**src/rtl/gpio_ovr_pkg.sv**
```systemverilog
`timescale 1ns/1ps
package gpio_ovr_pkg;

    localparam int PORT_W     = 8;
    localparam int SYNC_DEPTH = 2;
    localparam int CTL_PINS   = 3;
    localparam int ALT_IDX    = 7;
    localparam int ADDR_W     = 2;

    typedef enum logic [ADDR_W-1:0] {
        REG_PIN   = 2'd0,
        REG_LATCH = 2'd1,
        REG_DIR   = 2'd2,
        REG_NONE  = 2'd3
    } reg_sel_e;

    typedef enum logic [1:0] {
        OWN_GPIO = 2'd0,
        OWN_XBUS = 2'd1,
        OWN_PSP  = 2'd2,
        OWN_ALT  = 2'd3
    } pin_owner_e;

    typedef struct packed {
        logic drive;
        logic level;
    } pad_ctl_t;

    typedef struct packed {
        logic xbus_on;
        logic psp_on;
        logic alt_on;
    } takeover_t;

    // Priority: external bus, then slave strobes, then alternate pin, then GPIO.
    function automatic pin_owner_e owner_of(takeover_t tk, int idx, int ctl_pins, int alt_idx);
        if (tk.xbus_on)
            return OWN_XBUS;
        if (tk.psp_on && idx < ctl_pins)
            return OWN_PSP;
        if (tk.alt_on && idx == alt_idx)
            return OWN_ALT;
        return OWN_GPIO;
    endfunction

endpackage

```
**src/rtl/gpio_sync.sv**
```systemverilog
`timescale 1ns/1ps
module gpio_sync #(
    parameter int W      = 8,
    parameter int STAGES = 2
) (
    input  logic         clk,
    input  logic         rst,
    input  logic [W-1:0] d,
    output logic [W-1:0] q
);
    logic [W-1:0] stage_q [STAGES];

    always_ff @(posedge clk) begin
        if (rst) begin
            for (int s = 0; s < STAGES; s++)
                stage_q[s] <= '0;
        end else begin
            stage_q[0] <= d;
            for (int s = 1; s < STAGES; s++)
                stage_q[s] <= stage_q[s-1];
        end
    end

    assign q = stage_q[STAGES-1];
endmodule

```
**src/rtl/gpio_regfile.sv**
```systemverilog
`timescale 1ns/1ps
module gpio_regfile
    import gpio_ovr_pkg::*;
#(
    parameter int W = PORT_W
) (
    input  logic              clk,
    input  logic              rst,
    input  logic              wr,
    input  logic [ADDR_W-1:0] addr,
    input  logic [W-1:0]      wdata,
    input  logic [W-1:0]      pin_sync,
    output logic [W-1:0]      latch_q,
    output logic [W-1:0]      dir_q,
    output logic [W-1:0]      rdata
);
    reg_sel_e sel;
    logic     hit_latch;
    logic     hit_dir;

    assign sel       = reg_sel_e'(addr);
    assign hit_latch = wr && (sel == REG_PIN || sel == REG_LATCH);
    assign hit_dir   = wr && (sel == REG_DIR);

    always_ff @(posedge clk) begin
        if (rst) begin
            latch_q <= '0;
            dir_q   <= '1;
        end else begin
            if (hit_latch)
                latch_q <= wdata;
            if (hit_dir)
                dir_q <= wdata;
        end
    end

    always_comb begin
        unique case (sel)
            REG_PIN:   rdata = pin_sync;
            REG_LATCH: rdata = latch_q;
            REG_DIR:   rdata = dir_q;
            default:   rdata = '0;
        endcase
    end
endmodule

```
**src/rtl/gpio_pin_mux.sv**
```systemverilog
`timescale 1ns/1ps
module gpio_pin_mux
    import gpio_ovr_pkg::*;
#(
    parameter int W      = PORT_W,
    parameter int N_CTL  = CTL_PINS,
    parameter int ALT_AT = ALT_IDX
) (
    input  takeover_t    tk,
    input  logic [W-1:0] latch_q,
    input  logic [W-1:0] dir_q,
    input  logic [W-1:0] xbus_out,
    input  logic         xbus_oe,
    input  logic         alt_out,
    input  logic         alt_oe,
    output logic [W-1:0] pad_out,
    output logic [W-1:0] pad_oe
);
    for (genvar i = 0; i < W; i++) begin : g_pin
        pin_owner_e own;
        pad_ctl_t   ctl;

        assign own = owner_of(tk, i, N_CTL, ALT_AT);

        always_comb begin
            unique case (own)
                OWN_XBUS: ctl = '{drive: xbus_oe,   level: xbus_out[i]};
                OWN_PSP:  ctl = '{drive: 1'b0,      level: latch_q[i]};
                OWN_ALT:  ctl = '{drive: alt_oe,    level: alt_out};
                default:  ctl = '{drive: ~dir_q[i], level: latch_q[i]};
            endcase
        end

        assign pad_out[i] = ctl.level;
        assign pad_oe[i]  = ctl.drive;
    end
endmodule

```
**src/rtl/gpio_in_route.sv**
```systemverilog
`timescale 1ns/1ps
module gpio_in_route
    import gpio_ovr_pkg::*;
#(
    parameter int W      = PORT_W,
    parameter int ALT_AT = ALT_IDX
) (
    input  takeover_t    tk,
    input  logic [W-1:0] pin_sync,
    output logic [W-1:0] xbus_in,
    output logic         strobe_rd_n,
    output logic         strobe_wr_n,
    output logic         strobe_cs_n,
    output logic         alt_in
);
    logic psp_live;
    logic alt_live;

    assign psp_live = tk.psp_on && !tk.xbus_on;
    assign alt_live = tk.alt_on && !tk.xbus_on;

    assign xbus_in     = tk.xbus_on ? pin_sync : '0;
    assign strobe_rd_n = psp_live ? pin_sync[0] : 1'b1;
    assign strobe_wr_n = psp_live ? pin_sync[1] : 1'b1;
    assign strobe_cs_n = psp_live ? pin_sync[2] : 1'b1;
    assign alt_in      = alt_live ? pin_sync[ALT_AT] : 1'b0;
endmodule

```
**src/rtl/gpio_port_ovr.sv**
```systemverilog
`timescale 1ns/1ps
module gpio_port_ovr
    import gpio_ovr_pkg::*;
#(
    parameter int W      = PORT_W,
    parameter int STAGES = SYNC_DEPTH
) (
    input  logic              clk,
    input  logic              rst,
    input  logic [ADDR_W-1:0] bus_addr,
    input  logic              bus_wr,
    input  logic [W-1:0]      bus_wdata,
    output logic [W-1:0]      bus_rdata,
    input  logic [W-1:0]      pad_in,
    output logic [W-1:0]      pad_out,
    output logic [W-1:0]      pad_oe,
    input  logic              xbus_disable,
    input  logic [W-1:0]      xbus_ad_out,
    input  logic              xbus_ad_oe,
    output logic [W-1:0]      xbus_ad_in,
    input  logic              psp_mode,
    output logic              psp_rd_n,
    output logic              psp_wr_n,
    output logic              psp_cs_n,
    input  logic              alt_sel_n,
    input  logic              alt_out,
    input  logic              alt_oe,
    output logic              alt_in
);
    logic [W-1:0] pin_sync;
    logic [W-1:0] latch_q;
    logic [W-1:0] dir_q;
    takeover_t    tk;

    assign tk = '{xbus_on: !xbus_disable, psp_on: psp_mode, alt_on: !alt_sel_n};

    gpio_sync #(.W(W), .STAGES(STAGES)) u_sync (
        .clk (clk),
        .rst (rst),
        .d   (pad_in),
        .q   (pin_sync)
    );

    gpio_regfile #(.W(W)) u_regs (
        .clk      (clk),
        .rst      (rst),
        .wr       (bus_wr),
        .addr     (bus_addr),
        .wdata    (bus_wdata),
        .pin_sync (pin_sync),
        .latch_q  (latch_q),
        .dir_q    (dir_q),
        .rdata    (bus_rdata)
    );

    gpio_pin_mux #(.W(W), .N_CTL(CTL_PINS), .ALT_AT(ALT_IDX)) u_mux (
        .tk       (tk),
        .latch_q  (latch_q),
        .dir_q    (dir_q),
        .xbus_out (xbus_ad_out),
        .xbus_oe  (xbus_ad_oe),
        .alt_out  (alt_out),
        .alt_oe   (alt_oe),
        .pad_out  (pad_out),
        .pad_oe   (pad_oe)
    );

    gpio_in_route #(.W(W), .ALT_AT(ALT_IDX)) u_inr (
        .tk          (tk),
        .pin_sync    (pin_sync),
        .xbus_in     (xbus_ad_in),
        .strobe_rd_n (psp_rd_n),
        .strobe_wr_n (psp_wr_n),
        .strobe_cs_n (psp_cs_n),
        .alt_in      (alt_in)
    );
endmodule

```
**config.mk**
```make
export PLATFORM = sky130hd
export DESIGN_NAME = gpio_port_ovr
export DESIGN_NICKNAME = d
export VERILOG_FILES = /design/src/rtl/gpio_ovr_pkg.sv /design/src/rtl/gpio_sync.sv /design/src/rtl/gpio_regfile.sv /design/src/rtl/gpio_pin_mux.sv /design/src/rtl/gpio_in_route.sv /design/src/rtl/gpio_port_ovr.sv
export SDC_FILE = /design/constraint.sdc
export NUM_CORES = 1
export LEC_CHECK = 0
export BUFFER_PORTS_ARGS = -buffer_cell sky130_fd_sc_hd__clkbuf_2
export CAP_MARGIN = 15
export CORE_ASPECT_RATIO = 1.25
export CORE_MARGIN = 4
export CORE_UTILIZATION = 25
export DETAILED_ROUTE_END_ITERATION = 7
export PLACE_DENSITY = 0.5
export RECOVER_POWER = 100
export SETUP_SLACK_MARGIN = 0.2
export SYNTH_ARGS = -nofsm -noshare
export SYNTH_HDL_FRONTEND = slang
export SYNTH_SLANG_ARGS = --single-unit
```
**constraint.sdc**
```tcl
create_clock -name clk -period 2.9 [get_ports clk]
set_input_delay 0.58 -clock clk [delete_from_list [all_inputs] [get_ports clk]]
set_output_delay 0.58 -clock clk [all_outputs]
set_load 0.01 [all_outputs]
```
# Word-level counts from Yosys, hierarchy flattened
# Memories as Yosys holds them, arrays and structs flattened.
# Index checks and enable logic that the tools add are counted.
[totals]
memories = 1
ramBits = 16
output_inout_bits = 36
elab_cells = 62
regBits = 16
input_bits = 35
[op_classes]
reduce_logical = 7
bitwise_logic = 10
mux = 31
n_eq_ne = 11
[memory_table]
columns = ["name", "words", "width", "read_ports", "rd_ports_with_merged_regs", "wr", "line", "text"]
rows = [
  ["u_sync.stage_q", 2, 8, 2, 0, 2, "gpio_sync.sv:11", "logic [W-1:0] stage_q [STAGES];"],
]
[ops]
columns = ["op", "count"]
rows = [
  ["$pmux W2 S3", 8],
  ["$mux W8", 3],
  ["$pmux W8 S3", 1],
  ["$mux W2", 7],
  ["$mux W1", 12],
  ["$eq A2 B2 Y1 const B", 5],
  ["$not A1 Y1", 8],
  ["$eq A2 B1 Y1 const B", 3],
  ["$eq A1 B2 Y1 const B", 2],
  ["$logic_and A1 B1 Y1", 4],
  ["$logic_not A2 Y1", 1],
  ["$or A1 B1 Y1", 2],
  ["$eq A1 B1 Y1 const B", 1],
  ["$logic_not A1 Y1", 1],
  ["$logic_or A1 B1 Y1", 1],
]

# Longest topological paths before layout
[depth]
ltp_word = 6
mapped_depth = 5

# Modules after synthesis
# Synthesis repeated with hierarchy kept, for this count alone.
[hier_totals]
cells_unflattened = 172
area_unflattened_um2 = 1607.8
[modules_own_cells]
columns = ["mod", "instances", "seq_area_each_um2", "area_per_inst_um2", "cells_per_inst"]
rows = [
  ["gpio_regfile", 1, 320.3, 764.5, 91],
  ["gpio_sync", 1, 320.3, 524.3, 41],
  ["gpio_pin_mux", 1, 0.0, 205.2, 25],
  ["gpio_in_route", 1, 0.0, 106.4, 13],
  ["gpio_port_ovr", 1, 0.0, 7.5, 2],
]

# Worst setup path before layout
# No wires, ideal clock.
[synth_timing]
path_kind = "input port to output port"
start = "input port bus_addr[0]"
end = "output port bus_rdata[7]"
path_buffers = 2
path_slack_ns = 1.099
cell_stages = 5
arrival_ns = 1.221
path_cell_list = "clkbuf_1 > and2b_1 > buf_4 > nand2_1 > o21ai_0"
[synth_between]
elab_chain_len = 2
elab_cells_between_ends = 4
[synth_lines]
columns = ["element", "line", "text"]
rows = [
  ["start, declared", "gpio_port_ovr.sv:10", "input logic [ADDR_W-1:0] bus_addr,"],
  ["$eq A2 B2 Y1 (tied with other cells)", "gpio_regfile.sv:38", "unique case (sel)"],
  ["$pmux W8 S3 *", "gpio_regfile.sv:38", ""],
  ["end, declared", "gpio_port_ovr.sv:13", "output logic [W-1:0] bus_rdata,"],
]
# Every way passes the cells marked *; elsewhere a longest branch is shown, timed or not.

# Worst setup path in the final report
[layout_timing]
start = "input port bus_addr[1]"
end = "output port bus_rdata[3]"
# Same word-level chain as after synthesis.

==> out/qor.yml <==
rr_endpoint: "u_regs.latch_q[7]$_SDFFE_PP0P_"
gp_congestion: 0.815
syn-cell-area_um2: 1440
worstPathRequired_ns: 2.32
grt_pass1_vias: 1220
final_antenna_net_count: 0
relSlewSlack: 0.100
drt-total-wl_um: 3830
synth_warnings: 0
drive_gt1_frac: 0.213
syn_to_final_growth_pct: 28.1
grt_usage: 0.113
layout_commonest_cell: "nand2_1"
synth.distinct_cells: 20
crit_start: "bus_addr[1]"
grt_setup_unrepaired: "no"
grt_overflow: 0
fp.dieW_um: 75.9
synth_nets: 207
slowest_stage: "clkbuf_1"
p_total_uw: 935
ir_drop_v: 0.000238
cts_hold_buf: 0
ff2ff_path_depth: 2
vias: 1297
critical-path-max-stage-delay_ns: 0.52
status: "finished, final reports clean"
worstSetupEndpoint: "bus_rdata[3]"
power.density_nw_per_um2: 507
synth_top_cell_by_area: "dfxtp_1"
antenna_found_initial: 0
tightestPinTransition_ns: 1.35
die_area_um2: 7040
clock_sinks: 32
fin_ws_ns: 0.512
ioPinCount: 71
core_area_um2: 5520
dp_hpwl_um: 3000
syn_area_per_cell_um2: 8.37
wl_per_cell_um: 12.6
fmax_ghz: 0.419
ys_seq_elements: 32
min-delay-path-class: "flip-flop to flip-flop"
place.port_buffers: 70
firstDrtPassIters: 4
grt_max_degree: 33
cts_buffers: 5
ff2ff_setup_slack_ns: 2.24
h-tree-depth: 2
worstPathArrival_ns: 1.81
yosys-top-cells-area: "dfxtp_1, nand2_1, nor2b_1"
cts_setup_buffers: 0
insertion_delay_ns: 0.27
rows: 30
ys_seq_area_frac: 0.445
worstReg2RegStart: "u_regs.latch_q[7]$_SDFFE_PP0P_"
path_class: "input port to primary output"
drtIter0Drc: 78
hold_viol_final: 0
crit_chain: "clkbuf_1, and2b_1, nand2_1, o21ai_0, clkbuf_1"
cp-end-kind: "primary output"
grt_pass1_wl_um: 5870
final-setup-viol-count: 0
crit_path_frequent_cell: "clkbuf_1"
synth_top_area_share: 0.445
ctsResizeCount: 0
diodes: 0
final_net_count: 274
ctsRootBufferMaster: "clkbuf_8"
vias_per_cell: 4.28
timing.final.crit_share: 0.824
cts_buffer_depth: 2
cts.clk_slew.worst_paths_ns: 0.06
maxCapViolations: 0
final_max_slew_viol_count: 0
cts_tree: "built"
finClkSkew_ns: 0.000534
critPathMaxFanout: 13
place_ws_ns: 0.709
final_cell_mix: "nand2_1, clkbuf_1, clkbuf_2"
holdWs_ns: 0.433
synthCells: 172
fp.dieH_um: 92.8
leakage_nw: 0.818
cp-start-kind: "input port"
setup_tns_ns: 0
fillers: 600
fin_crit_ns: 2.39
drc: 0
start_util: 0.261
-- worst max-delay path, delay by kind of cell --
kind                   cells  cell delay [ns]
AO/OA/AOI/OAI              1             0.10
buffers and inverters      2             0.67
AND/OR/NAND/NOR            2             0.46
-- worst min-delay path by stage --
stage	start	end	slack (ns)	cells past startpoint
after floorplan	u_sync.stage_q[0][2]$_SDFF_PP0_	u_sync.stage_q[0][10]$_SDFF_PP0_	0.41	1
after global placement	u_sync.stage_q[0][3]$_SDFF_PP0_	u_sync.stage_q[0][11]$_SDFF_PP0_	0.42	1
after detailed placement	u_sync.stage_q[0][1]$_SDFF_PP0_	u_sync.stage_q[0][9]$_SDFF_PP0_	0.42	1
after CTS	u_sync.stage_q[0][1]$_SDFF_PP0_	u_sync.stage_q[0][9]$_SDFF_PP0_	0.44	1
after global routing	u_sync.stage_q[0][6]$_SDFF_PP0_	u_sync.stage_q[0][14]$_SDFF_PP0_	0.45	1
final	u_sync.stage_q[0][1]$_SDFF_PP0_	u_sync.stage_q[0][9]$_SDFF_PP0_	0.43	1
-- cell type report --
type                    count  area [um^2]  share of cell area
clock buffers               6         72.6              0.0394
clock inverters             1         5.00             0.00272
inverters                   2         7.51             0.00407
multi-input cells         127          724               0.393
flip-flops and latches     32          641               0.348
well taps                  64         80.1              0.0434
repair buffers             71          313               0.170
-- synth_stat cells (all sizes together) --
cell and count:
nand3b 1, and2b 1, dfxtp 32, buf 7, mux2i 10, o21ai 16
nor2b 25, clkbuf 4, or2 3, inv 2, and3b 1, mux2 7
nand2b 2, nand2 42, a21oi 17, nor3b 1, nor2 1
-- stage by stage --
stage	util	area (um^2)	std cells
floorplan	-	1440	172
global placement	0.328	1810	296
detailed placement	0.328	1810	296
CTS	0.342	1890	303
global route	0.334	1840	303
finish	0.334	1840	303
-- power by group --
group	leakage, nW	internal, mW	total (mW)	switching, mW
sequential	0.264	0.461	0.473	0.0121
combinational	0.514	0.0650	0.149	0.0839
clock	0.0410	0.163	0.313	0.150
-- sequential cells by signal, summed over array words and instances, names as in the netlist --
register,cells
u_regs.latch_q,8
u_regs.dir_q,8
u_sync.stage_q,16
-- kinds of logic (layout without fill, tap and decap cells) --
group,after synthesis,after routing,share of synthesized area
compound gates,33,33,0.115
buf+inv,13,80,0.0513
flops,32,32,0.445
mux,17,17,0.124
simple gates,77,77,0.264
-- metal layers --
metal,track usage,share of wire,up-vias
li1,-,-,696
met1,0.131,0.41,545
met2,0.184,0.48,49
met3,0.0293,0.084,7
met4,0.0598,0.020,0
met5,0,0,-
Note: power is estimated with default switching activity, not from simulation.
